--- src/rtl/cmpc_pkg.sv ---
package cmpc_pkg;
  localparam int ADDR_W = 8;
  localparam int DATA_W = 32;

  localparam logic [ADDR_W-1:0] OFF_CTRL   = 8'h00;
  localparam logic [ADDR_W-1:0] OFF_MODE   = 8'h04;
  localparam logic [ADDR_W-1:0] OFF_IEN    = 8'h24;
  localparam logic [ADDR_W-1:0] OFF_IDIS   = 8'h28;
  localparam logic [ADDR_W-1:0] OFF_IMSK   = 8'h2C;
  localparam logic [ADDR_W-1:0] OFF_ISTAT  = 8'h30;
  localparam logic [ADDR_W-1:0] OFF_ANA    = 8'h94;
  localparam logic [ADDR_W-1:0] OFF_WPCFG  = 8'hE4;
  localparam logic [ADDR_W-1:0] OFF_WPSTAT = 8'hE8;
  localparam logic [ADDR_W-1:0] OFF_VER    = 8'hFC;

  localparam logic [23:0] LOCK_KEY = 24'h414343;

  typedef enum logic [1:0] {
    EDGE_RISE    = 2'd0,
    EDGE_FALL    = 2'd1,
    EDGE_BOTH    = 2'd2,
    EDGE_BOTH_HI = 2'd3
  } edge_sel_e;

  typedef struct packed {
    logic      fault_en;
    logic      fault_lvl;
    logic      invert;
    edge_sel_e edge_sel;
    logic      enable;
    logic [2:0] sel_plus;
    logic [2:0] sel_minus;
  } mode_t;

  function automatic mode_t word_to_mode(input logic [DATA_W-1:0] w);
    mode_t m;
    m.sel_minus = w[2:0];
    m.sel_plus  = w[6:4];
    m.enable    = w[8];
    m.edge_sel  = edge_sel_e'(w[10:9]);
    m.invert    = w[12];
    m.fault_lvl = w[13];
    m.fault_en  = w[14];
    return m;
  endfunction

  function automatic logic [DATA_W-1:0] mode_to_word(input mode_t m);
    logic [DATA_W-1:0] w;
    w        = '0;
    w[2:0]   = m.sel_minus;
    w[6:4]   = m.sel_plus;
    w[8]     = m.enable;
    w[10:9]  = m.edge_sel;
    w[12]    = m.invert;
    w[13]    = m.fault_lvl;
    w[14]    = m.fault_en;
    return w;
  endfunction
endpackage

--- src/rtl/cmpc_sync_edge.sv ---
module cmpc_sync_edge
  import cmpc_pkg::*;
#(
  parameter int SYNC_STAGES = 2
) (
  input  logic      clk,
  input  logic      rst,
  input  logic      raw_in,
  input  logic      invert,
  input  logic      enable,
  input  edge_sel_e edge_sel,
  output logic      level,
  output logic      edge_pulse
);
  localparam int LAST = SYNC_STAGES - 1;

  logic [LAST:0] chain;
  logic          prev;
  logic          rise, fall;

  generate
    if (SYNC_STAGES > 1) begin : g_multi
      always_ff @(posedge clk) begin
        if (rst) chain <= '0;
        else     chain <= {chain[LAST-1:0], raw_in ^ invert};
      end
    end else begin : g_single
      always_ff @(posedge clk) begin
        if (rst) chain <= '0;
        else     chain[0] <= raw_in ^ invert;
      end
    end
  endgenerate

  always_ff @(posedge clk) begin
    if (rst) prev <= 1'b0;
    else     prev <= chain[LAST];
  end

  assign level = chain[LAST];
  assign rise  = chain[LAST] & ~prev;
  assign fall  = ~chain[LAST] & prev;

  always_comb begin
    unique case (edge_sel)
      EDGE_RISE: edge_pulse = enable & rise;
      EDGE_FALL: edge_pulse = enable & fall;
      default:   edge_pulse = enable & (rise | fall);
    endcase
  end


  level_follows_chain_chk: assert property (@(posedge clk) disable iff (rst)
    $past(!rst) |-> (level == $past(chain[LAST-1 < 0 ? 0 : (LAST > 0 ? LAST-1 : 0)]) || SYNC_STAGES == 1))
    else $error("synchronizer stage order broken");
endmodule

--- src/rtl/cmpc_regs.sv ---
module cmpc_regs
  import cmpc_pkg::*;
#(
  parameter logic [DATA_W-1:0] HW_VERSION = 32'h0000_0100
) (
  input  logic              clk,
  input  logic              rst,
  input  logic              bus_wr,
  input  logic              bus_rd,
  input  logic [ADDR_W-1:0] bus_addr,
  input  logic [DATA_W-1:0] bus_wdata,
  output logic [DATA_W-1:0] bus_rdata,
  input  logic              edge_pulse,
  input  logic              level,
  output mode_t             mode,
  output logic              irq_mask,
  output logic              edge_flag,
  output logic              bias_fast,
  output logic [1:0]        hyst_sel
);
  logic lock_q, viol_q;
  logic soft_rst;
  logic wr_mode, wr_ana, blocked, key_ok;
  logic rd_stat, rd_wpstat;
  logic [DATA_W-1:0] rd_mux;
  logic unused_wdata;

  assign soft_rst  = bus_wr && bus_addr == OFF_CTRL && bus_wdata[0];
  assign wr_mode   = bus_wr && bus_addr == OFF_MODE;
  assign wr_ana    = bus_wr && bus_addr == OFF_ANA;
  assign blocked   = lock_q && (wr_mode || wr_ana);
  assign key_ok    = bus_wdata[31:8] == LOCK_KEY;
  assign rd_stat   = bus_rd && bus_addr == OFF_ISTAT;
  assign rd_wpstat = bus_rd && bus_addr == OFF_WPSTAT;
  assign unused_wdata = ^{bus_wdata[31:15], bus_wdata[11], bus_wdata[7], bus_wdata[3]};

  always_ff @(posedge clk) begin
    if (rst || soft_rst) begin
      mode      <= '0;
      bias_fast <= 1'b0;
      hyst_sel  <= 2'b00;
      irq_mask  <= 1'b0;
      lock_q    <= 1'b0;
    end else begin
      if (wr_mode && !lock_q) mode <= word_to_mode(bus_wdata);
      if (wr_ana && !lock_q) begin
        bias_fast <= bus_wdata[0];
        hyst_sel  <= bus_wdata[2:1];
      end
      if (bus_wr && bus_addr == OFF_IEN && bus_wdata[0])  irq_mask <= 1'b1;
      else if (bus_wr && bus_addr == OFF_IDIS && bus_wdata[0]) irq_mask <= 1'b0;
      if (bus_wr && bus_addr == OFF_WPCFG && key_ok) lock_q <= bus_wdata[0];
    end
  end

  always_ff @(posedge clk) begin
    if (rst || soft_rst)  edge_flag <= 1'b0;
    else if (edge_pulse)  edge_flag <= 1'b1;
    else if (rd_stat)     edge_flag <= 1'b0;
  end

  always_ff @(posedge clk) begin
    if (rst || soft_rst)  viol_q <= 1'b0;
    else if (blocked)     viol_q <= 1'b1;
    else if (rd_wpstat)   viol_q <= 1'b0;
  end

  always_comb begin
    rd_mux = '0;
    unique case (bus_addr)
      OFF_MODE:   rd_mux = mode_to_word(mode);
      OFF_IMSK:   rd_mux[0] = irq_mask;
      OFF_ISTAT:  rd_mux[1:0] = {level, edge_flag};
      OFF_ANA:    rd_mux[2:0] = {hyst_sel, bias_fast};
      OFF_WPCFG:  rd_mux[0] = lock_q;
      OFF_WPSTAT: rd_mux[0] = viol_q;
      OFF_VER:    rd_mux = HW_VERSION;
      default:    rd_mux = '0;
    endcase
  end

  always_ff @(posedge clk) begin
    if (rst)         bus_rdata <= '0;
    else if (bus_rd) bus_rdata <= rd_mux;
  end


  flag_clear_on_read_chk: assert property (@(posedge clk) disable iff (rst)
    (rd_stat && !edge_pulse) |=> !edge_flag)
    else $error("status read did not clear flag");


  edge_sets_flag_chk: assert property (@(posedge clk) disable iff (rst)
    (edge_pulse && !soft_rst) |=> edge_flag)
    else $error("detected edge lost");


  locked_write_blocked_chk: assert property (@(posedge clk) disable iff (rst)
    (lock_q && wr_mode) |=> ($stable(mode) && viol_q))
    else $error("locked mode write took effect");


  bad_key_ignored_chk: assert property (@(posedge clk) disable iff (rst)
    (bus_wr && bus_addr == OFF_WPCFG && !key_ok) |=> $stable(lock_q))
    else $error("lock changed without key");


  soft_reset_chk: assert property (@(posedge clk) disable iff (rst)
    soft_rst |=> (mode == '0 && !lock_q && !irq_mask && !edge_flag && !viol_q))
    else $error("software reset incomplete");
endmodule

--- src/rtl/cmp_edge_ctrl.sv ---
module cmp_edge_ctrl
  import cmpc_pkg::*;
#(
  parameter int                SYNC_STAGES = 2,
  parameter logic [31:0]       HW_VERSION  = 32'h0000_0100
) (
  input  logic        clk,
  input  logic        rst,
  input  logic        bus_wr,
  input  logic        bus_rd,
  input  logic [7:0]  bus_addr,
  input  logic [31:0] bus_wdata,
  output logic [31:0] bus_rdata,
  input  logic        cmp_raw,
  output logic        irq,
  output logic        fault,
  output logic [2:0]  mux_minus,
  output logic [2:0]  mux_plus,
  output logic        cmp_enable,
  output logic        bias_fast,
  output logic [1:0]  hyst_sel
);
  mode_t mode;
  logic  level, edge_pulse, irq_mask, edge_flag;

  cmpc_sync_edge #(.SYNC_STAGES(SYNC_STAGES)) u_sync (
    .clk        (clk),
    .rst        (rst),
    .raw_in     (cmp_raw),
    .invert     (mode.invert),
    .enable     (mode.enable),
    .edge_sel   (mode.edge_sel),
    .level      (level),
    .edge_pulse (edge_pulse)
  );

  cmpc_regs #(.HW_VERSION(HW_VERSION)) u_regs (
    .clk        (clk),
    .rst        (rst),
    .bus_wr     (bus_wr),
    .bus_rd     (bus_rd),
    .bus_addr   (bus_addr),
    .bus_wdata  (bus_wdata),
    .bus_rdata  (bus_rdata),
    .edge_pulse (edge_pulse),
    .level      (level),
    .mode       (mode),
    .irq_mask   (irq_mask),
    .edge_flag  (edge_flag),
    .bias_fast  (bias_fast),
    .hyst_sel   (hyst_sel)
  );

  assign irq        = edge_flag & irq_mask;
  assign fault      = mode.fault_en & (mode.fault_lvl ? level : edge_flag);
  assign mux_minus  = mode.sel_minus;
  assign mux_plus   = mode.sel_plus;
  assign cmp_enable = mode.enable;


  no_edge_when_off_chk: assert property (@(posedge clk) disable iff (rst)
    (!mode.enable && !edge_flag && !(bus_wr && bus_addr != OFF_MODE)) |=> (!edge_flag || $past(bus_wr)))
    else $error("edge flagged while comparator disabled");
endmodule

--- config.mk ---
export PLATFORM = sky130hd
export DESIGN_NAME = cmp_edge_ctrl
export DESIGN_NICKNAME = d
export VERILOG_FILES = /design/src/rtl/cmpc_pkg.sv /design/src/rtl/cmpc_sync_edge.sv /design/src/rtl/cmpc_regs.sv /design/src/rtl/cmp_edge_ctrl.sv
export SDC_FILE = /design/constraint.sdc
export NUM_CORES = 1
export LEC_CHECK = 0
export BUFFER_PORTS_ARGS = -buffer_cell sky130_fd_sc_hd__buf_2
export CAP_MARGIN = 10
export CORE_ASPECT_RATIO = 2
export CORE_MARGIN = 4
export CORE_UTILIZATION = 51
export CTS_BUF_LIST = sky130_fd_sc_hd__clkbuf_8
export CTS_CLUSTER_SIZE = 24
export DETAILED_ROUTE_END_ITERATION = 16
export GPL_TIMING_DRIVEN = 0
export PLACE_DENSITY = 0.92
export SKIP_CTS_REPAIR_TIMING = 1
export SLEW_MARGIN = 15
export SYNTH_ARGS = -nofsm -noshare
export SYNTH_HDL_FRONTEND = slang
export SYNTH_SLANG_ARGS = --single-unit
--- constraint.sdc ---
create_clock -name clk -period 2.4 [get_ports clk]
set_input_delay 0.24 -clock clk [delete_from_list [all_inputs] [get_ports clk]]
set_output_delay 0.24 -clock clk [all_outputs]
set_load 0.005 [all_outputs]
==> metrics, run 1 <==
maximum net fanout on the critical path 10; Top-Level Pins 89; share of post-route cells with drive strength above 1 38.52%; number of antenna repair diodes 0; Root Buffer Master sky130_fd_sc_hd__clkbuf_8; half-perimeter wire length after detailed placement 3704 um; Initial Util between 50 and 60%; Routed Wire Length around 4600 um; reg2reg path depth 5; post-CTS clock slew at the launch and capture registers of the worst setup and hold paths 70 ps; cell total after placement slightly above 300; dominant synthesized flop cell sky130_fd_sc_hd__dfxtp_1; RR Endpoint u_regs.edge_flag; vias in the first global route 1,632; Synth-to-Final Area Change 28.69%; total setup violations reported at the end of the flow 0; final hold slack 190.1 ps; Data required, critical path approximately 2600 ps; kind of capture point of the worst setup path register; Max Slew Vio Count 0; Critical Path Start bus_addr[3]; total standard cell area after synthesis approximately 1800 um2; timing-limited maximum frequency about 660 MHz; Seq/Total Area, Yosys a little under two fifths; Reg area 680.7 um2; Post-synth ARST share 0%; final critical delay including setup and external delays between 1500 and 2000 ps; global-route usage over all layers about 21%; standby leakage power about 1.2 nW; yosys synthesis warning count 0; Die Height 91.53 um; worst hold-check path type input pin to register; worst setup slack for register-to-register paths about 1100 ps; worst setup path end u_regs.mode[10]; critical-path cell list buf_2, nor4b_4, nand4_2, buf_6, mux2i_1, nor2_1; final weighted congestion in routability-driven placement between 0.9 and 1; accumulated negative setup slack 0 ps; Die Footprint 4555 um2; number of stages on the worst setup path 6; power per cell area 474.9 nW/um2; first-pass iteration count of the detailed router 4; RSZ-0062 raised after global routing no; Crit-path slowest cell sky130_fd_sc_hd__nor4b_4; # port buffers 64; slack of the critical path around 890 ps; clock tree from TritonCTS done; DR vias/cell between 5 and 6; net count of the finished layout 330; violation count after the first detailed-route iteration 45; actual slew at the worst max-slew pin 536.2 ps; number of enable flip-flop cells after synthesis 0; number of filler instances in the final layout 286; family with the most delay on the worst path simple AND/OR/NAND/NOR gates; Wirelength per Cell 14.56 um; initial antenna violation count 0; number of cells produced by synthesis between 150 and 200; wire length of the first global-routing pass slightly above 7000 um; ratio of final minimum period to clock period 62.72%; total DRC errors in the routed layout 0; Avg Cell Area, Syn approximately 9.2 um2; post-layout power 1.087 mW; placed cell areas between 2000 and 2500 um2; pin count of the biggest net entering global routing 11; count of standard-cell rows 30; total number of vias 1,666; placeable core region around 3400 um2; clock sinks 34; run status finished, final reports clean; CP max stage delay approximately 550 ps; post-synth cell types 41; post-route ant nets 0; total clock buffers created by CTS 5; total of flip-flops plus latches after synthesis 34; startpoint of the worst-slack reg-to-reg timing path u_sync.chain[1]; buffering stage count on the worst path with inverters included 2; CTS HTree Levels 2; count of placed standard cells in the final layout, fillers left out 315; Post-Route Utilization around 68%; Max-Cap Viols 0; final global-route overflow total 0; startpoint types input pin; Die Width 49.77 um; final clock skew around 8.4 ps; post-route cell area about 2300 um2; Setup CP Type input pin to register; final-report hold violation count 0; clock latency reported for the late side of the worst-skew pair about 280 ps; arrival time worst endpoint roughly 1700 ps; number of buffers on the longest clock path 2; worst IR drop on VDD between 400 and 500 uV; launch instance of the worst min-delay path bus_wdata[5]; combined area of the multi-input logic cells 910.9 um2; headroom to the max-slew limit 64.10%; Setup Slack @ Placement around 660 ps
==> cell usage in the layout (no fill, tap or decap), types with 2 or more instances in the layout <==
master | netlist | layout
sky130_fd_sc_hd__buf_2 | 3 | 67
sky130_fd_sc_hd__dfxtp_1 | 34 | 34
sky130_fd_sc_hd__nor2_1 | 31 | 31
sky130_fd_sc_hd__buf_4 | 27 | 27
sky130_fd_sc_hd__conb_1 | 1 | 20
sky130_fd_sc_hd__mux2i_1 | 16 | 16
sky130_fd_sc_hd__a22oi_1 | 8 | 8
sky130_fd_sc_hd__inv_1 | 5 | 5
sky130_fd_sc_hd__nand4_1 | 5 | 5
sky130_fd_sc_hd__a21oi_1 | 5 | 5
sky130_fd_sc_hd__nand2_1 | 5 | 5
sky130_fd_sc_hd__clkbuf_8 | 0 | 5
sky130_fd_sc_hd__nor2b_1 | 3 | 3
sky130_fd_sc_hd__o21ai_0 | 3 | 3
sky130_fd_sc_hd__nor4_1 | 3 | 3
sky130_fd_sc_hd__clkbuf_1 | 3 | 3
sky130_fd_sc_hd__nand3_1 | 3 | 3
sky130_fd_sc_hd__a22o_1 | 3 | 3
sky130_fd_sc_hd__nor4b_1 | 2 | 2
sky130_fd_sc_hd__and3_1 | 2 | 2
sky130_fd_sc_hd__a211oi_1 | 2 | 2
sky130_fd_sc_hd__and4b_1 | 2 | 2
sky130_fd_sc_hd__mux2_2 | 2 | 2
sky130_fd_sc_hd__and4_1 | 2 | 2
sky130_fd_sc_hd__nor4bb_1 | 2 | 2
sky130_fd_sc_hd__nor3_1 | 2 | 2
sky130_fd_sc_hd__a221oi_1 | 2 | 2
sky130_fd_sc_hd__nand3b_1 | 2 | 2
sky130_fd_sc_hd__ha_1 | 2 | 2
sky130_fd_sc_hd__clkinv_2 | 0 | 2
==> logic make-up (layout without fill, tap and decap cells) <==
group / count (synthesis) / count (layout) / synth area share [%]
simple gates: 69 / 69 / 22.93
buf+inv: 39 / 110 / 14.56
flops: 34 / 34 / 38.26
compound gates: 29 / 29 / 11.89
mux: 18 / 18 / 10.27
fa+ha+maj: 2 / 2 / 1.406
other cells: 1 / 20 / 0.2108
xor+xnor: 1 / 1 / 0.4924
==> cells in the mapped netlist, types with 3 or more instances <==
cell | instances | area, um2
sky130_fd_sc_hd__a21oi_1 | 5 | 25.02
sky130_fd_sc_hd__a22o_1 | 3 | 26.28
sky130_fd_sc_hd__a22oi_1 | 8 | 60.06
sky130_fd_sc_hd__buf_2 | 3 | 15.01
sky130_fd_sc_hd__buf_4 | 27 | 202.7
sky130_fd_sc_hd__clkbuf_1 | 3 | 11.26
sky130_fd_sc_hd__dfxtp_1 | 34 | 680.7
sky130_fd_sc_hd__inv_1 | 5 | 18.77
sky130_fd_sc_hd__mux2i_1 | 16 | 160.2
sky130_fd_sc_hd__nand2_1 | 5 | 18.77
sky130_fd_sc_hd__nand3_1 | 3 | 15.01
sky130_fd_sc_hd__nand4_1 | 5 | 31.28
sky130_fd_sc_hd__nor2_1 | 31 | 116.4
sky130_fd_sc_hd__nor2b_1 | 3 | 18.77
sky130_fd_sc_hd__nor4_1 | 3 | 18.77
sky130_fd_sc_hd__o21ai_0 | 3 | 15.01
==> per-layer routing <==
layer	track usage, %	share of wire, %	vias up
met5	0	0	-
met4	13.86	4.3	0
met3	4.598	6.0	16
met2	40.49	58	68
met1	17.01	31	758
li1	-	-	824
==> tightest hold or removal path: stages <==
cell,delay (ps)
sky130_fd_sc_hd__buf_2,80
sky130_fd_sc_hd__mux2i_1,50
sky130_fd_sc_hd__nor2_1,70
==> area by class of cell <==
cell class / instances / share of cell area [%]
buffer: 34 / 10.49
multi-input combinational: 139 / 39.78
tap: 32 / 1.749
inverter: 5 / 0.8197
clock buffer: 5 / 3.005
clock inverter: 2 / 0.4372
timing repair buffer: 64 / 13.99
sequential: 34 / 29.73
==> power by group <==
group / total [mW] / internal, mW / switching (mW)
clock network: 0.389 / 0.194 / 0.195
registers: 0.571 / 0.568 / 0.00238
logic: 0.128 / 0.0636 / 0.0640
total: 1.09 / 0.826 / 0.261
==> worst min path at each step <==
stage                          end  slack, ps  cells after the start
2_1_floorplan  u_regs.bus_rdata[2]        310                      1
3_3_place_gp       u_sync.chain[1]        420                      1
3_5_place_dp   u_regs.bus_rdata[8]        460                      2
4_1_cts             u_regs.mode[4]        190                      3
5_1_grt            u_sync.chain[0]        210                      3
6_report            u_regs.mode[4]        190                      3
==> sequential cells by signal (all words and copies together) (netlist names) <==
signal            count
u_regs.irq_mask       1
u_regs.mode          12
u_regs.edge_flag      1
u_regs.bias_fast      1
u_regs.hyst_sel       2
u_sync.prev           1
u_regs.lock_q         1
u_sync.chain          2
u_regs.viol_q         1
u_regs.bus_rdata     12
Power figures use the tool's default switching activity.
==> run 2: changes to the inputs <==
--- a/config.mk
+++ b/config.mk
@@ -9,12 +9,12 @@
 export CAP_MARGIN = 10
 export CORE_ASPECT_RATIO = 2
 export CORE_MARGIN = 4
-export CORE_UTILIZATION = 51
+export CORE_UTILIZATION = 47
 export CTS_BUF_LIST = sky130_fd_sc_hd__clkbuf_8
 export CTS_CLUSTER_SIZE = 24
 export DETAILED_ROUTE_END_ITERATION = 16
 export GPL_TIMING_DRIVEN = 0
-export PLACE_DENSITY = 0.92
+export PLACE_DENSITY = 0.86
 export SKIP_CTS_REPAIR_TIMING = 1
 export SLEW_MARGIN = 15
 export SYNTH_ARGS = -nofsm -noshare
==> constraint.sdc (replaced) <==
create_clock -name clk -period 1.6 [get_ports clk]
set_input_delay 0.16 -clock clk [delete_from_list [all_inputs] [get_ports clk]]
set_output_delay 0.16 -clock clk [all_outputs]
set_load 0.005 [all_outputs]
==> run 2 against run 1 <==
Net effect:
- cell count grew 5.7%
- critical endpoint is now u_regs.mode[8]
- utilization shrank 3.4 points
- clock skew shrank 0.70 ps
- register-to-register slack lost 760 ps
- sequential share of layout area shrank 0.71 points
- highest routed layer unchanged
- global-route usage shrank 1.5 points
- flip-flop and latch count is the same
- via count grew 0.72%
- die area grew 7.4%
- clock power grew 100%
- first-iteration DRC count shrank 22%
- largest cell class unchanged
- wire length shrank 3.7%
==> metrics, run 2 (synthesized netlist as in run 1, its figures left out) <==
run status finished, final reports clean; placed cell areas 2232 um2 (+0.96%); Data required, critical path 1780 ps (-790 ps); share of total power in sequential cells 46.7% (-5.8 points); half-perimeter wire length after detailed placement 3574 um (-3.5%); total clock buffers created by CTS 5 (unchanged); Post-Route Utilization 64.34% (-3.4 points); number of stages on the worst setup path 6 (unchanged); Setup CP Type input pin to register; Root Buffer Master sky130_fd_sc_hd__clkbuf_8; Top-Level Pins 89 (unchanged); count of standard-cell rows 31 (+3.3%); standby leakage power 1.231 nW (+0.54%); cell internal power dissipation 1.410 mW (+71%); vias in the first global route 1,710 (+4.8%); number of antenna repair diodes 0 (unchanged); final clock skew 7.682 ps (-0.7000 ps); total number of vias 1,678 (+0.72%); maximum net fanout on the critical path 10 (unchanged); Max-Cap Viols 0 (unchanged); share of post-route cells with drive strength above 1 38.73% (+0.22 points); most used cells in the layout excluding fill and tap cells sky130_fd_sc_hd__buf_2, sky130_fd_sc_hd__dfxtp_1, sky130_fd_sc_hd__nor2_1; Initial Util 48.80% (-3.9 points); DR vias/cell 5.039 (-4.7%); net count of the finished layout 330 (unchanged); worst hold-check path type input pin to register; total DRC errors in the routed layout 0 (unchanged); Critical Path Start bus_addr[5]; leading cell type in the layout, fill and taps excluded sky130_fd_sc_hd__buf_2; headroom to the max-slew limit 66.14% (+2.0 points); pin count of the biggest net entering global routing 13 (+2); power per cell area 780.6 nW/um2 (+64%); Switching Fraction 23.01% (-1.0 points); wire length of the first global-routing pass 7127 um (-0.20%); post-CTS clock slew at the launch and capture registers of the worst setup and hold paths 80 ps (about the same); Worst Hold Depth 3 (unchanged); initial antenna violation count 0 (unchanged); placeable core region 3646 um2 (+7.9%); actual slew at the worst max-slew pin 505.8 ps (-30.39 ps); Crit-path slowest cell sky130_fd_sc_hd__nor4_4; violation count after the first detailed-route iteration 35 (-22%); Net Sw Power 0.4214 mW (+61%); arrival time worst endpoint 1550 ps (-130 ps); Die Width 51.51 um (+3.5%); most used cell along the critical path sky130_fd_sc_hd__buf_2; Routed Wire Length 4416 um (-3.7%); startpoint of the worst-slack reg-to-reg timing path u_sync.chain[1]; number of buffers on the longest clock path 2 (unchanged); reg2reg path depth 5 (unchanged); total setup violations reported at the end of the flow 0 (unchanged); RSZ-0062 raised after global routing no; # port buffers 64 (unchanged); startpoint types input pin; Wirelength per Cell 13.26 um (-8.9%); registers with the most flip-flops u_regs.bus_rdata x12, u_regs.mode x12; clock latency reported for the late side of the worst-skew pair 290 ps (about the same); final critical delay including setup and external delays 1375 ps; clock sinks 34 (unchanged); CTS HTree Levels 2 (unchanged); RR Endpoint u_regs.edge_flag; post-route cell area 2346 um2 (+2.5%); timing-limited maximum frequency approximately 730 MHz; CP max stage delay 510 ps (-40 ps); family with the most delay on the worst path simple AND/OR/NAND/NOR gates; ratio of final minimum period to clock period between 80% and 90%; final weighted congestion in routability-driven placement 0.8660 (-4.4%); Max Slew Vio Count 0 (unchanged); final global-route overflow total 0 (unchanged); Die Height 95.01 um (+3.8%); accumulated negative setup slack 0 ps (unchanged); worst IR drop on VDD 650.7 uV (+30%); global-route usage over all layers 19.22% (-1.5 points); clock tree from TritonCTS done; kind of capture point of the worst setup path register; proportion of power drawn by the clock network 43.0% (+7.2 points); post-route ant nets 0 (unchanged); worst setup slack for register-to-register paths 340 ps (-760 ps); Synth-to-Final Area Change 31.86%; critical-path cell list buf_2, nor4_4, a41o_1, buf_4, buf_2, nor2_1; worst setup path end u_regs.mode[8]; first-pass iteration count of the detailed router 4 (unchanged); Die Footprint 4893 um2 (+7.4%); final-report hold violation count 0 (unchanged); relative contribution of combinational cells to total power 10.3% (-1.4 points); buffering stage count on the worst path with inverters included 3 (+1)
-- run 2: cell types whose count changed in the layout (fill, tap and decap cells not counted), sizes merged --
cell / previous run / this run
clkinv: 2 / 0
clkinvlp: 0 / 2
bufinv: 0 / 1
-- run 2: final cells by class --
| class | instances | area (um2) |
|---|---|---|
| Sequential cell | 34 | 680.7 |
| Fill cell | 323 | 1300 |
| Buffer | 34 | 240.2 |
| Timing Repair Buffer | 64 | 320.3 |
| Inverter | 5 | 18.77 |
| Clock buffer | 5 | 68.82 |
| Clock inverter | 3 | 45.04 |
| Multi-Input combinational cell | 139 | 910.9 |
| Tap cell | 49 | 61.31 |
-- run 2: power groups by stage --
stage          registers (mW)  clock network, mW  logic [mW]
2_1_floorplan           0.874                  0       0.102
3_3_place_gp            0.874                  0       0.183
3_5_place_dp            0.874                  0       0.186
4_1_cts                 0.855              0.805       0.187
5_1_grt                 0.855              0.831       0.211
6_report                0.855              0.787       0.189
-- run 2: how the worst min path moves through the flow --
| stage | start | endpoint | slack (ps) |
|---|---|---|---|
| 2_1_floorplan | rst | u_regs.bus_rdata[2] | 230 |
| 3_3_place_gp | bus_wdata[6] | u_regs.mode[5] | 390 |
| 6_report | bus_wdata[6] | u_regs.mode[5] | 110 |
| 4_1_cts | bus_wdata[6] | u_regs.mode[5] | 110 |
| 5_1_grt | bus_wdata[1] | u_regs.mode[1] | 140 |
| 3_5_place_dp | bus_wdata[6] | u_regs.mode[5] | 400 |
-- run 2: worst register-to-register path, delay by kind of cell, from the launching register on --
family	cells	cell delay (ps)
compound gates	2	230
fa+ha+maj	1	190
buf+inv	1	80
flops	1	390
mux	1	250
-- run 2: through the flow --
step	power, mW	worst slack (ps)	hold WS, ps	instances
after floorplan	0.9757	125.1	229.1	212
after global placement	1.057	-58.64	391.0	325
after detailed placement	1.061	-85.65	404.2	325
after CTS	1.846	218.9	106.1	333
after global routing	1.897	132.9	139.6	333
final	1.831	224.8	105.1	333
-- run 2: layer usage --
layer | GRT usage [%] | vias to the layer above | wire, um
met5 | 0 | - | 0
met4 | 15.32 | 0 | 235
met3 | 3.912 | 17 | 296
met2 | 34.68 | 70 | 2349
met1 | 17.90 | 765 | 1534
li1 | - | 826 | -
==> run 3: changes to the inputs <==
--- a/config.mk
+++ b/config.mk
@@ -14,6 +14,7 @@
 export CTS_CLUSTER_SIZE = 24
 export DETAILED_ROUTE_END_ITERATION = 16
 export GPL_TIMING_DRIVEN = 0
+export MAX_ROUTING_LAYER = met4
 export PLACE_DENSITY = 0.86
 export SKIP_CTS_REPAIR_TIMING = 1
 export SLEW_MARGIN = 15
==> run 3 against run 2 <==
Net effect:
- maximum frequency grew 0.24%
- clock power about the same
- combinational power hardly changed
==> metrics, run 3 (synthesized netlist as in run 1, its figures left out) <==
final critical delay including setup and external delays 1372 ps (-3.246 ps); clock latency reported for the late side of the worst-skew pair 290 ps (about the same); number of buffers on the longest clock path 2 (unchanged); count of standard-cell rows 31 (unchanged); first-pass iteration count of the detailed router 4 (unchanged); initial antenna violation count 0 (unchanged); startpoint types input pin; worst hold-check path type input pin to register; cell total after placement 325 (unchanged); Data required, critical path 1780 ps (about the same); Root Buffer Master sky130_fd_sc_hd__clkbuf_8; RSZ-0062 raised after global routing no; kind of capture point of the worst setup path register; Crit-path slowest cell sky130_fd_sc_hd__nor4_4; standby leakage power 1.231 nW (unchanged); worst setup slack for register-to-register paths 340 ps (about the same); violation count after the first detailed-route iteration 22 (-37%); Die Height 95.01 um (unchanged); post-layout power 1.832 mW (about the same); Max-Cap Viols 0 (unchanged); net count of the finished layout 330 (unchanged); ratio of final minimum period to clock period 85.74% (-0.20 points); arrival time worst endpoint 1550 ps (about the same); clock tree from TritonCTS done; count of placed standard cells in the final layout, fillers left out 333 (unchanged); pin count of the biggest net entering global routing 13 (unchanged); actual slew at the worst max-slew pin 506.1 ps (+0.3224 ps); final weighted congestion in routability-driven placement 0.8800 (+1.6%); post-route cell area 2346 um2 (unchanged); critical-path cell list buf_2, nor4_4, a41o_1, buf_4, buf_2, nor2_1; maximum net fanout on the critical path 10 (unchanged); Max Slew Vio Count 0 (unchanged); leading cell type in the layout, fill and taps excluded sky130_fd_sc_hd__buf_2; Initial Util 48.80% (unchanged); final clock skew 8.407 ps (+0.7258 ps); post-CTS clock slew at the launch and capture registers of the worst setup and hold paths 80 ps (about the same); run status finished, final reports clean; wire length of the first global-routing pass 7113 um (-0.20%); total clock buffers created by CTS 5 (unchanged); number of filler instances in the final layout 323 (unchanged); Die Width 51.51 um (unchanged); Synth-to-Final Area Change 31.86% (unchanged); headroom to the max-slew limit 66.12% (about the same); most used cell along the critical path sky130_fd_sc_hd__buf_2; Setup CP Type input pin to register; Post-Route Utilization 64.34% (unchanged); timing-limited maximum frequency 728.9 MHz (+0.24%); global-route usage over all layers 19.65% (+0.43 points); final global-route overflow total 0 (unchanged); final hold slack 104.2 ps (-0.8600 ps); total number of vias 1,670 (-0.48%); total setup violations reported at the end of the flow 0 (unchanged); registers with the most flip-flops u_regs.bus_rdata x12, u_regs.mode x12; vias in the first global route 1,709 (-0.058%); buffering stage count on the worst path with inverters included 3 (unchanged); CP max stage delay 510 ps (about the same); number of antenna repair diodes 0 (unchanged); family with the most delay on the worst path simple AND/OR/NAND/NOR gates; DR vias/cell 5.015 (-0.48%); worst IR drop on VDD 654.2 uV (+0.54%); total DRC errors in the routed layout 0 (unchanged); power per cell area 780.7 nW/um2 (about the same); half-perimeter wire length after detailed placement 3574 um (unchanged); Top-Level Pins 89 (unchanged); placeable core region 3646 um2 (unchanged); share of post-route cells with drive strength above 1 38.73% (unchanged); Die Footprint 4893 um2 (unchanged); final-report hold violation count 0 (unchanged); # port buffers 64 (unchanged); Routed Wire Length 4433 um (+0.38%); placed cell areas 2232 um2 (unchanged); post-route ant nets 0 (unchanged); CTS HTree Levels 2 (unchanged); Wirelength per Cell 13.31 um (+0.38%); most used cells in the layout excluding fill and tap cells sky130_fd_sc_hd__buf_2, sky130_fd_sc_hd__dfxtp_1, sky130_fd_sc_hd__nor2_1; clock sinks 34 (unchanged)
run 3: path summary, 6_finish.rpt:
check	from	to	cells after the start
setup / recovery	bus_addr[5]	u_regs.mode[8]	6
hold / removal	bus_wdata[6]	u_regs.mode[5]	3
setup reg to reg	u_sync.chain[1]	u_regs.edge_flag	5
hold reg to reg	u_sync.chain[0]	u_sync.chain[1]	1
run 3: per-stage QoR:
step                      TNS [ps]  setup WS [ps]
after floorplan                  0          125.1
after global placement      -588.1         -58.64
after detailed placement    -779.7         -85.65
after CTS                        0          218.9
after global routing             0          130.2
final                            0          228.1
run 3: worst reg2reg max path, stage by stage (launching register included):
cell,delay (ps)
sky130_fd_sc_hd__dfxtp_1,390
sky130_fd_sc_hd__inv_1,80
sky130_fd_sc_hd__ha_1,190
sky130_fd_sc_hd__mux2_2,250
sky130_fd_sc_hd__o211ai_1,150
sky130_fd_sc_hd__a21oi_1,80
run 3: cell type report:
type                       instances  area (um2)  share of cell area (%)
buffer                            34       240.2                   10.24
clock buffer                       5       68.82                   2.933
clock inverter                     3       45.04                   1.920
inverter                           5       18.77                  0.8000
multi-input combinational        139       910.9                   38.83
sequential                        34       680.7                   29.01
tap                               49       61.31                   2.613
timing repair buffer              64       320.3                   13.65
run 3: power by group:
part           leakage, nW  switching, mW  internal (mW)
Sequential           0.275        0.00325          0.852
Combinational        0.906         0.0943         0.0951
Clock               0.0504          0.324          0.463
Total                 1.23          0.422           1.41
run 3: per-layer routing:
metal | GRT usage [%] | share of wire [%] | vias to the layer above
met5 | - | 0 | -
met4 | 15.32 | 5.8 | 0
met3 | 3.130 | 6.6 | 19
met2 | 34.68 | 53 | 71
met1 | 18.09 | 34 | 757
li1 | - | - | 823
